$ cat src/rtl/coh_pkg.sv
package coh_pkg;

    typedef enum logic [1:0] {
        LN_INV = 2'd0,
        LN_SHR = 2'd1,
        LN_EXC = 2'd2
    } line_st_e;

    typedef enum logic [1:0] {
        BC_IDLE   = 2'b00,
        BC_RDMISS = 2'b01,
        BC_WRMISS = 2'b10,
        BC_WBACK  = 2'b11
    } bus_cmd_e;

    typedef enum logic [1:0] {
        PH_IDLE = 2'd0,
        PH_REQ  = 2'd1,
        PH_WAIT = 2'd2
    } phase_e;

endpackage

$ cat src/rtl/coh_line_store.sv
module coh_line_store #(
    parameter int LINES  = 8,
    parameter int IDX_W  = $clog2(LINES),
    parameter int TAG_W  = 13,
    parameter int DATA_W = 32,
    parameter int NRD    = 2
) (
    input  logic                             clk,
    input  logic                             rst_n,
    input  logic                             upd_en,
    input  logic [IDX_W-1:0]                 upd_idx,
    input  logic [TAG_W-1:0]                 upd_tag,
    input  logic [DATA_W-1:0]                upd_data,
    input  logic [1:0]                       upd_st,
    input  logic                             snp_en,
    input  logic [IDX_W-1:0]                 snp_idx,
    input  logic [1:0]                       snp_st,
    input  logic [NRD-1:0][IDX_W-1:0]        rd_idx,
    output logic [NRD-1:0][TAG_W-1:0]        rd_tag,
    output logic [NRD-1:0][DATA_W-1:0]       rd_data,
    output logic [NRD-1:0][1:0]              rd_st
);

    typedef struct packed {
        logic [LINES-1:0][TAG_W-1:0]  tag;
        logic [LINES-1:0][DATA_W-1:0] data;
        logic [LINES-1:0][1:0]        st;
    } store_t;

    store_t s_d, s_q;

    always_comb begin
        s_d = s_q;
        if (upd_en) begin
            s_d.tag[upd_idx]  = upd_tag;
            s_d.data[upd_idx] = upd_data;
            s_d.st[upd_idx]   = upd_st;
        end
        // a snoop state change wins over a local update to the same line
        if (snp_en) begin
            s_d.st[snp_idx] = snp_st;
        end
    end

    always_ff @(posedge clk) begin
        if (!rst_n) begin
            s_q <= '0;
        end else begin
            s_q <= s_d;
        end
    end

    for (genvar p = 0; p < NRD; p++) begin : g_rd
        assign rd_tag[p]  = s_q.tag[rd_idx[p]];
        assign rd_data[p] = s_q.data[rd_idx[p]];
        assign rd_st[p]   = s_q.st[rd_idx[p]];
    end

endmodule

$ cat src/rtl/coh_probe.sv
module coh_probe #(
    parameter int TAG_W = 13
) (
    input  logic [TAG_W-1:0] ref_tag,
    input  logic [TAG_W-1:0] line_tag,
    input  logic [1:0]       line_st,
    output logic             hit,
    output logic             owned
);

    always_comb begin
        hit   = (line_st != coh_pkg::LN_INV) && (line_tag == ref_tag);
        owned = (line_st == coh_pkg::LN_EXC);
    end

endmodule

$ cat src/rtl/snoop_coh_cache.sv
module snoop_coh_cache
    import coh_pkg::*;
#(
    parameter int ADDR_W = 16,
    parameter int DATA_W = 32,
    parameter int LINES  = 8
) (
    input  logic              clk,
    input  logic              rst_n,
    input  logic              cpu_req,
    input  logic              cpu_we,
    input  logic [ADDR_W-1:0] cpu_addr,
    input  logic [DATA_W-1:0] cpu_wdata,
    output logic [DATA_W-1:0] cpu_rdata,
    output logic              cpu_stall,
    output logic              bus_req,
    input  logic              bus_gnt,
    output logic [1:0]        bus_cmd,
    output logic [ADDR_W-1:0] bus_addr,
    output logic [DATA_W-1:0] bus_wdata,
    input  logic              fill_valid,
    input  logic [DATA_W-1:0] fill_data,
    input  logic [1:0]        snp_cmd,
    input  logic [ADDR_W-1:0] snp_addr,
    output logic              snp_supply,
    output logic [DATA_W-1:0] snp_data
);

    localparam int IDX_W = $clog2(LINES);
    localparam int TAG_W = ADDR_W - IDX_W;
    localparam int NPORT = 2;   // port 0: processor lookup, port 1: snoop lookup

    typedef struct packed {
        phase_e phase;
    } ctl_t;

    ctl_t c_d, c_q;

    logic [NPORT-1:0][ADDR_W-1:0] look_addr;
    logic [NPORT-1:0][IDX_W-1:0]  rd_idx;
    logic [NPORT-1:0][TAG_W-1:0]  rd_tag;
    logic [NPORT-1:0][DATA_W-1:0] rd_data;
    logic [NPORT-1:0][1:0]        rd_st;
    logic [NPORT-1:0]             hit;
    logic [NPORT-1:0]             owned;

    logic              upd_en;
    logic [TAG_W-1:0]  upd_tag;
    logic [DATA_W-1:0] upd_data;
    logic [1:0]        upd_st;
    logic              snp_en;
    logic [1:0]        snp_st;

    logic              snp_act;
    logic              cpu_ok;
    logic              victim_wb;
    logic [TAG_W-1:0]  cpu_tag;

    assign look_addr[0] = cpu_addr;
    assign look_addr[1] = snp_addr;
    assign cpu_tag      = cpu_addr[ADDR_W-1:IDX_W];

    for (genvar p = 0; p < NPORT; p++) begin : g_look
        assign rd_idx[p] = look_addr[p][IDX_W-1:0];
        coh_probe #(.TAG_W(TAG_W)) probe_i (
            .ref_tag  (look_addr[p][ADDR_W-1:IDX_W]),
            .line_tag (rd_tag[p]),
            .line_st  (rd_st[p]),
            .hit      (hit[p]),
            .owned    (owned[p])
        );
    end

    coh_line_store #(
        .LINES (LINES),
        .IDX_W (IDX_W),
        .TAG_W (TAG_W),
        .DATA_W(DATA_W),
        .NRD   (NPORT)
    ) store_i (
        .clk     (clk),
        .rst_n   (rst_n),
        .upd_en  (upd_en),
        .upd_idx (rd_idx[0]),
        .upd_tag (upd_tag),
        .upd_data(upd_data),
        .upd_st  (upd_st),
        .snp_en  (snp_en),
        .snp_idx (rd_idx[1]),
        .snp_st  (snp_st),
        .rd_idx  (rd_idx),
        .rd_tag  (rd_tag),
        .rd_data (rd_data),
        .rd_st   (rd_st)
    );

    assign cpu_rdata = rd_data[0];
    assign snp_data  = rd_data[1];

    always_comb begin
        c_d        = c_q;
        upd_en     = 1'b0;
        upd_tag    = rd_tag[0];
        upd_data   = rd_data[0];
        upd_st     = LN_INV;
        snp_en     = 1'b0;
        snp_st     = LN_INV;
        snp_supply = 1'b0;
        bus_req    = 1'b0;
        bus_cmd    = BC_IDLE;
        bus_addr   = cpu_addr;
        bus_wdata  = rd_data[0];
        cpu_stall  = cpu_req;

        snp_act   = (snp_cmd == BC_RDMISS) || (snp_cmd == BC_WRMISS);
        cpu_ok    = hit[0] && (!cpu_we || owned[0]);
        victim_wb = owned[0] && (rd_tag[0] != cpu_tag);

        // snooped traffic from other caches
        if (snp_act && hit[1]) begin
            if (snp_cmd == BC_RDMISS) begin
                if (owned[1]) begin
                    snp_supply = 1'b1;
                    snp_en     = 1'b1;
                    snp_st     = LN_SHR;
                end
            end else begin
                snp_supply = owned[1];
                snp_en     = 1'b1;
                snp_st     = LN_INV;
            end
        end

        // local request sequencing
        unique case (c_q.phase)
            PH_IDLE: begin
                if (cpu_req && !snp_act) begin
                    if (cpu_ok) begin
                        cpu_stall = 1'b0;
                        if (cpu_we) begin
                            upd_en   = 1'b1;
                            upd_data = cpu_wdata;
                            upd_st   = LN_EXC;
                        end
                    end else begin
                        c_d.phase = PH_REQ;
                    end
                end
            end
            PH_REQ: begin
                bus_req = 1'b1;
                if (victim_wb) begin
                    bus_cmd  = BC_WBACK;
                    bus_addr = {rd_tag[0], rd_idx[0]};
                    if (bus_gnt) begin
                        upd_en = 1'b1;
                        upd_st = LN_INV;
                    end
                end else begin
                    bus_cmd = cpu_we ? BC_WRMISS : BC_RDMISS;
                    if (bus_gnt) begin
                        c_d.phase = PH_WAIT;
                    end
                end
            end
            PH_WAIT: begin
                if (fill_valid) begin
                    upd_en    = 1'b1;
                    upd_tag   = cpu_tag;
                    upd_data  = cpu_we ? cpu_wdata : fill_data;
                    upd_st    = cpu_we ? LN_EXC : LN_SHR;
                    c_d.phase = PH_IDLE;
                end
            end
            default: c_d.phase = PH_IDLE;
        endcase
    end

    always_ff @(posedge clk) begin
        if (!rst_n) begin
            c_q.phase <= PH_IDLE;
        end else begin
            c_q <= c_d;
        end
    end

endmodule

$ cat config.mk
export PLATFORM = sky130hd
export DESIGN_NAME = snoop_coh_cache
export DESIGN_NICKNAME = d
export VERILOG_FILES = /design/src/rtl/coh_pkg.sv /design/src/rtl/coh_line_store.sv /design/src/rtl/coh_probe.sv /design/src/rtl/snoop_coh_cache.sv
export SDC_FILE = /design/constraint.sdc
export NUM_CORES = 1
export LEC_CHECK = 0
export CAP_MARGIN = 20
export CORE_ASPECT_RATIO = 1.25
export CORE_MARGIN = 2
export CORE_UTILIZATION = 51
export CTS_CLUSTER_SIZE = 16
export DETAILED_ROUTE_END_ITERATION = 8
export GPL_ROUTABILITY_DRIVEN = 0
export PLACE_DENSITY_LB_ADDON = 0.12
export SYNTH_ARGS = -nofsm -noshare
export SYNTH_HDL_FRONTEND = slang
export SYNTH_SLANG_ARGS = --single-unit
$ cat constraint.sdc
create_clock -name clk -period 10.7 [get_ports clk]
set_clock_uncertainty 0.05 [all_clocks]
set_input_delay 2.14 -clock clk [delete_from_list [all_inputs] [get_ports clk]]
set_output_delay 2.14 -clock clk [all_outputs]
set_load 0.03 [all_outputs]
---- Word-level counts from Yosys, hierarchy flattened ----
Cells that the tools add are included.
word-level totals
  register bits ........................... 378
  latch bits .............................. 0
  RAM bits ................................ 0
  ROM bits ................................ 0
  bits of input ports ..................... 104
  output and inout port bits .............. 117
  logic and storage cells ................. 128
  memories kept ........................... 0
cells by class
  $add $sub $neg .......................... 0
  multipliers ............................. 0
  divide/modulo/power cells ............... 0
  magnitude comparators ................... 4
  eq/ne operators ......................... 14
  shift operators ......................... 0
  mux-type cells .......................... 69
  bitwise operators ....................... 0
  reduce and logical (&&, ||, !) cells .... 16
operators by type and width
  operator                                                                             number
  256-bit bitwise mux                                                                  1
  32-bit two-way mux                                                                   8
  32-bit binary-select mux with 3-bit select                                           2
  104-bit bitwise mux                                                                  1
  32-bit demux with 3-bit select                                                       1
  13-bit binary-select mux with 3-bit select                                           2
  13-bit two-way mux                                                                   5
  16-bit two-way mux                                                                   4
  32-bit one-hot mux with 2 select lines                                               1
  13-bit demux with 3-bit select                                                       1
  2-bit two-way mux                                                                    18
  16-bit bitwise mux                                                                   2
  13-bit equality test                                                                 2
  1-bit two-way mux                                                                    16
  13-bit != test                                                                       1
  2-bit binary-select mux with 3-bit select                                            2
  2-bit demux with 3-bit select                                                        2
  2-bit != test, second input constant                                                 5
  2-bit equality test, second input constant                                           4
  1-bit logical AND                                                                    8
  3-bit by 4-bit < comparator with 1-bit output, second input constant                 2
  3-bit by 1-bit greater-or-equal comparator with 1-bit output, second input constant  2
  2-bit one-hot mux with 3 select lines                                                1
  5-bit AND reduction                                                                  1
  7 further kinds                                                                      11

---- Logic depth before layout (Yosys ltp) ----
  depth in word-level cells ............... 12
  mapped depth ............................ 14
  mapped depth without buffers ............ 9

---- Hierarchy ----
From an unflattened synthesis, not the netlist that was laid out.
second synthesis, totals
  cells, all modules ...................... 2,351
  area total of the unflattened synthesis .. 22,730.6 sq um
by module, submodules not included
  module           times used  cells an instance  area an instance (sq um)  seq. area each (sq um)
  coh_line_store   1           2,054              20,512.2                  7,527.2
  snoop_coh_cache  1           259                1,905.6                   40.0
  coh_probe        2           19                 156.4                     0.0

---- Worst setup path after synthesis ----
No wires, ideal clock.
  path type ............................... input -> output
  start ................................... input snp_addr[1]
  end ..................................... output snp_supply
  arrival ................................. 4,832 ps
  data required time ...................... 8,510 ps
  setup slack ............................. 3,678 ps
  cell stages on the path ................. 10
  path buffers ............................ 3
  path through ............................ buf_2 clkbuf_1 nor2b_1 clkbuf_1 a221oi_1 o22ai_1 xnor2_1 nand4_1 nand4bb_1 nor3_1
on the way
  word-level cells in the longest chain between the ends .. 6
  elaborated cells between the ends (all ways) .. 12
  those cells by class .................... eq/ne: 2; mux: 7; reduce/logical: 3
ends and longest elaborated chain
  element                                                                                                         line                                            RTL
  from (decl)                                                                                                     snoop_coh_cache.sv:24                           input logic [ADDR_W-1:0] snp_addr,
  13-bit binary-select mux with 3-bit select / 2-bit binary-select mux with 3-bit select (equally long branches)  coh_line_store.sv:54, coh_line_store.sv:56
  13-bit two-way mux (implied by the code) / 2-bit two-way mux (equally long branches)                            coh_line_store.sv:54, coh_line_store.sv:56
  13-bit equality test, or another cell as far along                                                              coh_probe.sv:12                                 hit = (line_st != coh_pkg::LN_INV) && (line_tag == ref_tag);
  1-bit logical AND / 1-bit two-way mux (equally long branches)                                                   coh_probe.sv:12, snoop_coh_cache.sv:122
  1-bit logical AND / 1-bit two-way mux (equally long branches)                                                   snoop_coh_cache.sv:120, snoop_coh_cache.sv:121
  1-bit two-way mux *                                                                                             snoop_coh_cache.sv:120                          if (snp_act && hit[1]) begin
  to (decl)                                                                                                       snoop_coh_cache.sv:25                           output logic snp_supply,
Every way passes the cells marked *; elsewhere a longest branch is shown, timed or not. The select of a mux whose other input is x is not followed.

---- Worst setup path after layout ----
  start ................................... input cpu_addr[1]
  end ..................................... output bus_addr[3]
on the way
  word-level cells in the longest chain between the ends .. 6
  elaborated cells between the ends (all ways) .. 9
  those cells by class .................... eq/ne: 2; mux: 6; reduce/logical: 1
ends and longest elaborated chain
  element                                                                                                         line                                        RTL
  from (decl)                                                                                                     snoop_coh_cache.sv:12                       input logic [ADDR_W-1:0] cpu_addr,
  13-bit binary-select mux with 3-bit select / 2-bit binary-select mux with 3-bit select (equally long branches)  coh_line_store.sv:54, coh_line_store.sv:56
  13-bit two-way mux (implied by the code) / 2-bit two-way mux (equally long branches)                            coh_line_store.sv:54, coh_line_store.sv:56
  13-bit != test / 2-bit equality test (equally long branches)                                                    snoop_coh_cache.sv:117, coh_probe.sv:13
  1-bit logical AND                                                                                               snoop_coh_cache.sv:117                      victim_wb = owned[0] && (rd_tag[0] != cpu_tag);
  16-bit two-way mux *                                                                                            snoop_coh_cache.sv:152                      if (victim_wb) begin
  16-bit two-way mux *                                                                                            snoop_coh_cache.sv:135                      unique case (c_q.phase)
  to (decl)                                                                                                       snoop_coh_cache.sv:19                       output logic [ADDR_W-1:0] bus_addr,
Marks and branches as above.

==> summary.md <==
| Metric | Value |
|---|---|
| Pins Over Slew Limit | `0` |
| Core Rows | `78` |
| CP max stage delay | `0.71 ns` |
| Max frequency | `115 MHz` |
| Ys async rst share | `0` |
| Antenna Cells | `0` |
| Reg-to-Reg Start | `store_i.s_q[6]$_SDFF_PN0_` |
| Register-to-Register Setup Slack | `5.84 ns` |
| Clock Pin Slew Worst Setup and Hold Paths | `around 0.06 ns` |
| Tot Pwr | `just over 3 mW` |
| Worst vdd ir | `126 uV` |
| Final hold vios | `0` |
| Startpoint Class | `input pin` |
| CTS root buf | `clkbuf_16` |
| CTS tree | `built` |
| Worst Tran Pin Value | `1.35 ns` |
| Nets | `2151` |
| Hold WC Path Type | `reg -> reg` |
| CP Capture Type | `output port` |
| Hold_buf cts | `0` |
| DR DRC count | `0` |
| Port-buffer cells | `220` |
| Mapped Cells | `between 1.5k and 2k` |
| LEAKAGE | `7.22 nW` |
| CP Class | `in -> out` |
| Worst setup margin | `~2.0 ns` |
| Switching Fraction | `0.250` |
| Core area | `0.0362 mm^2` |
| Die Ht | `about 220 um` |
| Post-route setup TNS | `0 ns` |
| Max-slew headroom | `0.0978` |
| Vias in the first global route | `17.9k` |
| Drt pass-1 iters | `8` |
| Post-synthesis mux area share | `0.0809` |
| Clk sinks | `378` |
| Antenna violations before repair | `0` |
| Comb pwr share | `0.085` |
| Synth Area in Adders | `0.000669` |
| Grt ovf | `0` |
| Most used DFF post-synth | `dfxtp_1` |
| Simple logic cell fraction of the synthesized area | `0.113` |
| Fin crit period | `8.66 ns` |
| Die W | `175 um` |
| Psw | `0.765 mW` |
| Crit path DAT | `6.47 ns` |
| Top Ports | `approximately 220` |
| Sequential share of the synthesized area | `0.405` |
| Synthesized area per cell | `9.41 um^2` |
| Fin crit share | `0.810` |
| Max clock buf depth | `3` |
| Routed len/inst | `27.4 um` |
| Warning count from the yosys run | `0` |
| First-pass GRT wire length | `around 110000 um` |
| Commonest cells after routing, fill and taps aside | `378 x dfxtp_1, 231 x a22oi_1, 226 x o2bb2ai_1, 214 x clkdlybuf4s50_1, 168 x o21ai_0` |
| Post-Synth XOR/XNOR Area | `0.00749` |
| Clock share of power | `0.455` |
| Setup Fix Bufs, Post-CTS | `0` |
| Initial core utilization | `0.516` |
| Synthesized flop and latch total | `378` |
| GRT Util Overall | `0.355` |
| Final Setup Violations | `0` |
| Cts bufs inserted | `40` |
| CP cell instances | `buf_2 -> clkinv_1 -> mux2i_1 -> xor2_1 -> nor3b_1 -> nand2_1 -> nand2_1 -> nand2_1 -> o21ai_0 -> clkdlybuf4s50_1` |
| Via count | `approximately 18k` |
| Worst-Skew Late Latency | `0.55 ns` |
| Compound-cell area share of the yosys netlist | `0.327` |
| Detailed-route vias per instance | `around 7.1` |
| Most common cell after layout, fill and taps aside | `dfxtp_1` |
| Area growth, synth to finish | `18.3%` |
| Largest net degree at the start of global routing | `88` |
| WL final | `69900 um` |
| Routed Antenna Nets | `0` |
| Number of max-cap violations | `0` |
| Die area | `0.0382 mm^2` |
| Number of H-tree levels | `2` |
| Mapped cell area | `0.0187 mm^2` |
| Min-delay src | `store_i.s_q[10]$_SDFF_PN0_` |
| Initial drt markers | `2100` |
| CP dominant cell by count | `nand2_1` |
| Post-CTS Resized | `0` |
| Detail Placement HPWL | `around 41000 um` |
| Sequential share of power | `0.461` |
| CP max-delay cell | `clkinv_1` |
| Largest family of logic cells by synthesized area | `compound AO/OA/AOI/OAI gates` |
| Post-Syn Nets | `roughly 2.1k` |
| Synth unique cells | `72` |
| Status | `completed` |
| PD cells | `138 mW/mm^2` |
| Number of synthesized flops with an enable pin | `0` |
| Int Pwr | `2.30 mW` |
| Share of cells above drive strength 1 | `0.109` |
| Critical-path maximum fanout | `33` |
| Pre-CTS WS | `2.02 ns` |
| Critical Path RT | `8.51 ns` |
| Critical path launch point | `cpu_addr[1]` |
| RSZ-0062 raised after global routing | `false` |
[worst max-delay path: cells and delay by family]
family / cells / cell delay, ns
buffers and inverters: 3 / 2.11
and+or+nand+nor: 4 / 1.24
muxes: 1 / 0.48
xor gates and xnor gates: 1 / 0.38
AOI/OAI and AO/OA: 1 / 0.10
[cell usage after synthesis (all sizes together) (15+ instances only)]
library cell	count	area, um^2
a22o	27	236
nand2	112	420
mux2i	54	578
and2	16	100
mux4	27	608
o2bb2ai	226	1980
dfxtp	378	7570
mux2	29	327
nor2	32	123
a221oi	35	307
a22oi	231	1730
o21ai	169	846
buf	104	646
a222oi	28	280
nand3	137	686
nand4	50	313
a21oi	15	78.8
clkbuf	151	567
o31ai	17	176
[flip-flops by register name (all words and copies together) (netlist names)]
name and cells:
c_q 2, store_i.s_q 376
[final cells by class]
type	count	area [um^2]
fill	3086	14100
multi-input combinational	1346	10100
sequential	378	7570
timing repair buffer	272	2580
clock buffer	53	1110
tap	480	601
clock inverter	14	159
inverter	8	30.0
[power groups by stage]
| stage | Sequential (mW) | Clock (mW) | Combinational (mW) |
|---|---|---|---|
| 2_1_floorplan | 1.44 | 0 | 0.137 |
| 3_3_place_gp | 1.44 | 0 | 0.250 |
| 3_5_place_dp | 1.44 | 0 | 0.251 |
| 4_1_cts | 1.41 | 1.40 | 0.252 |
| 5_1_grt | 1.41 | 1.46 | 0.267 |
| 6_report | 1.41 | 1.39 | 0.259 |
[kinds of logic (layout without fill, tap and decap cells)]
group / count (synthesis) / count (layout)
AO/OA/AOI/OAI: 806 / 806
XOR/XNOR: 16 / 16
flip-flops: 378 / 378
AND/OR/NAND/NOR: 413 / 413
buffers and inverters: 263 / 347
adder cells (fa/ha/maj): 1 / 1
multiplexers: 110 / 110
[layer usage]
metal	GRT usage	share of wire	vias to the layer above	wire (um)
met3	0.0649	0.094	284	6560
li1	-	-	7900	-
met4	0.212	0.055	0	3870
met5	0	0	-	0
met1	0.439	0.39	8721	26900
met2	0.578	0.47	1196	32500
[stage by stage]
step / instances / hold WS, ns / util / cell area (um^2)
2_1_floorplan: 1987 / 0.385 / - / 18700
3_3_place_gp: 2483 / 0.409 / 0.575 / 20800
3_5_place_dp: 2483 / 0.417 / 0.575 / 20800
4_1_cts: 2550 / 0.427 / 0.610 / 22100
5_1_grt: 2551 / 0.445 / 0.611 / 22100
6_report: 2551 / 0.431 / 0.611 / 22100
[final timing paths]
kind,end,depth (start not counted)
max,bus_addr[3],10
min,store_i.s_q[10]$_SDFF_PN0_,2
max reg2reg,store_i.s_q[182]$_SDFFE_PN0P_,11
min reg2reg,store_i.s_q[10]$_SDFF_PN0_,2
Power figures use the tool's default switching activity.
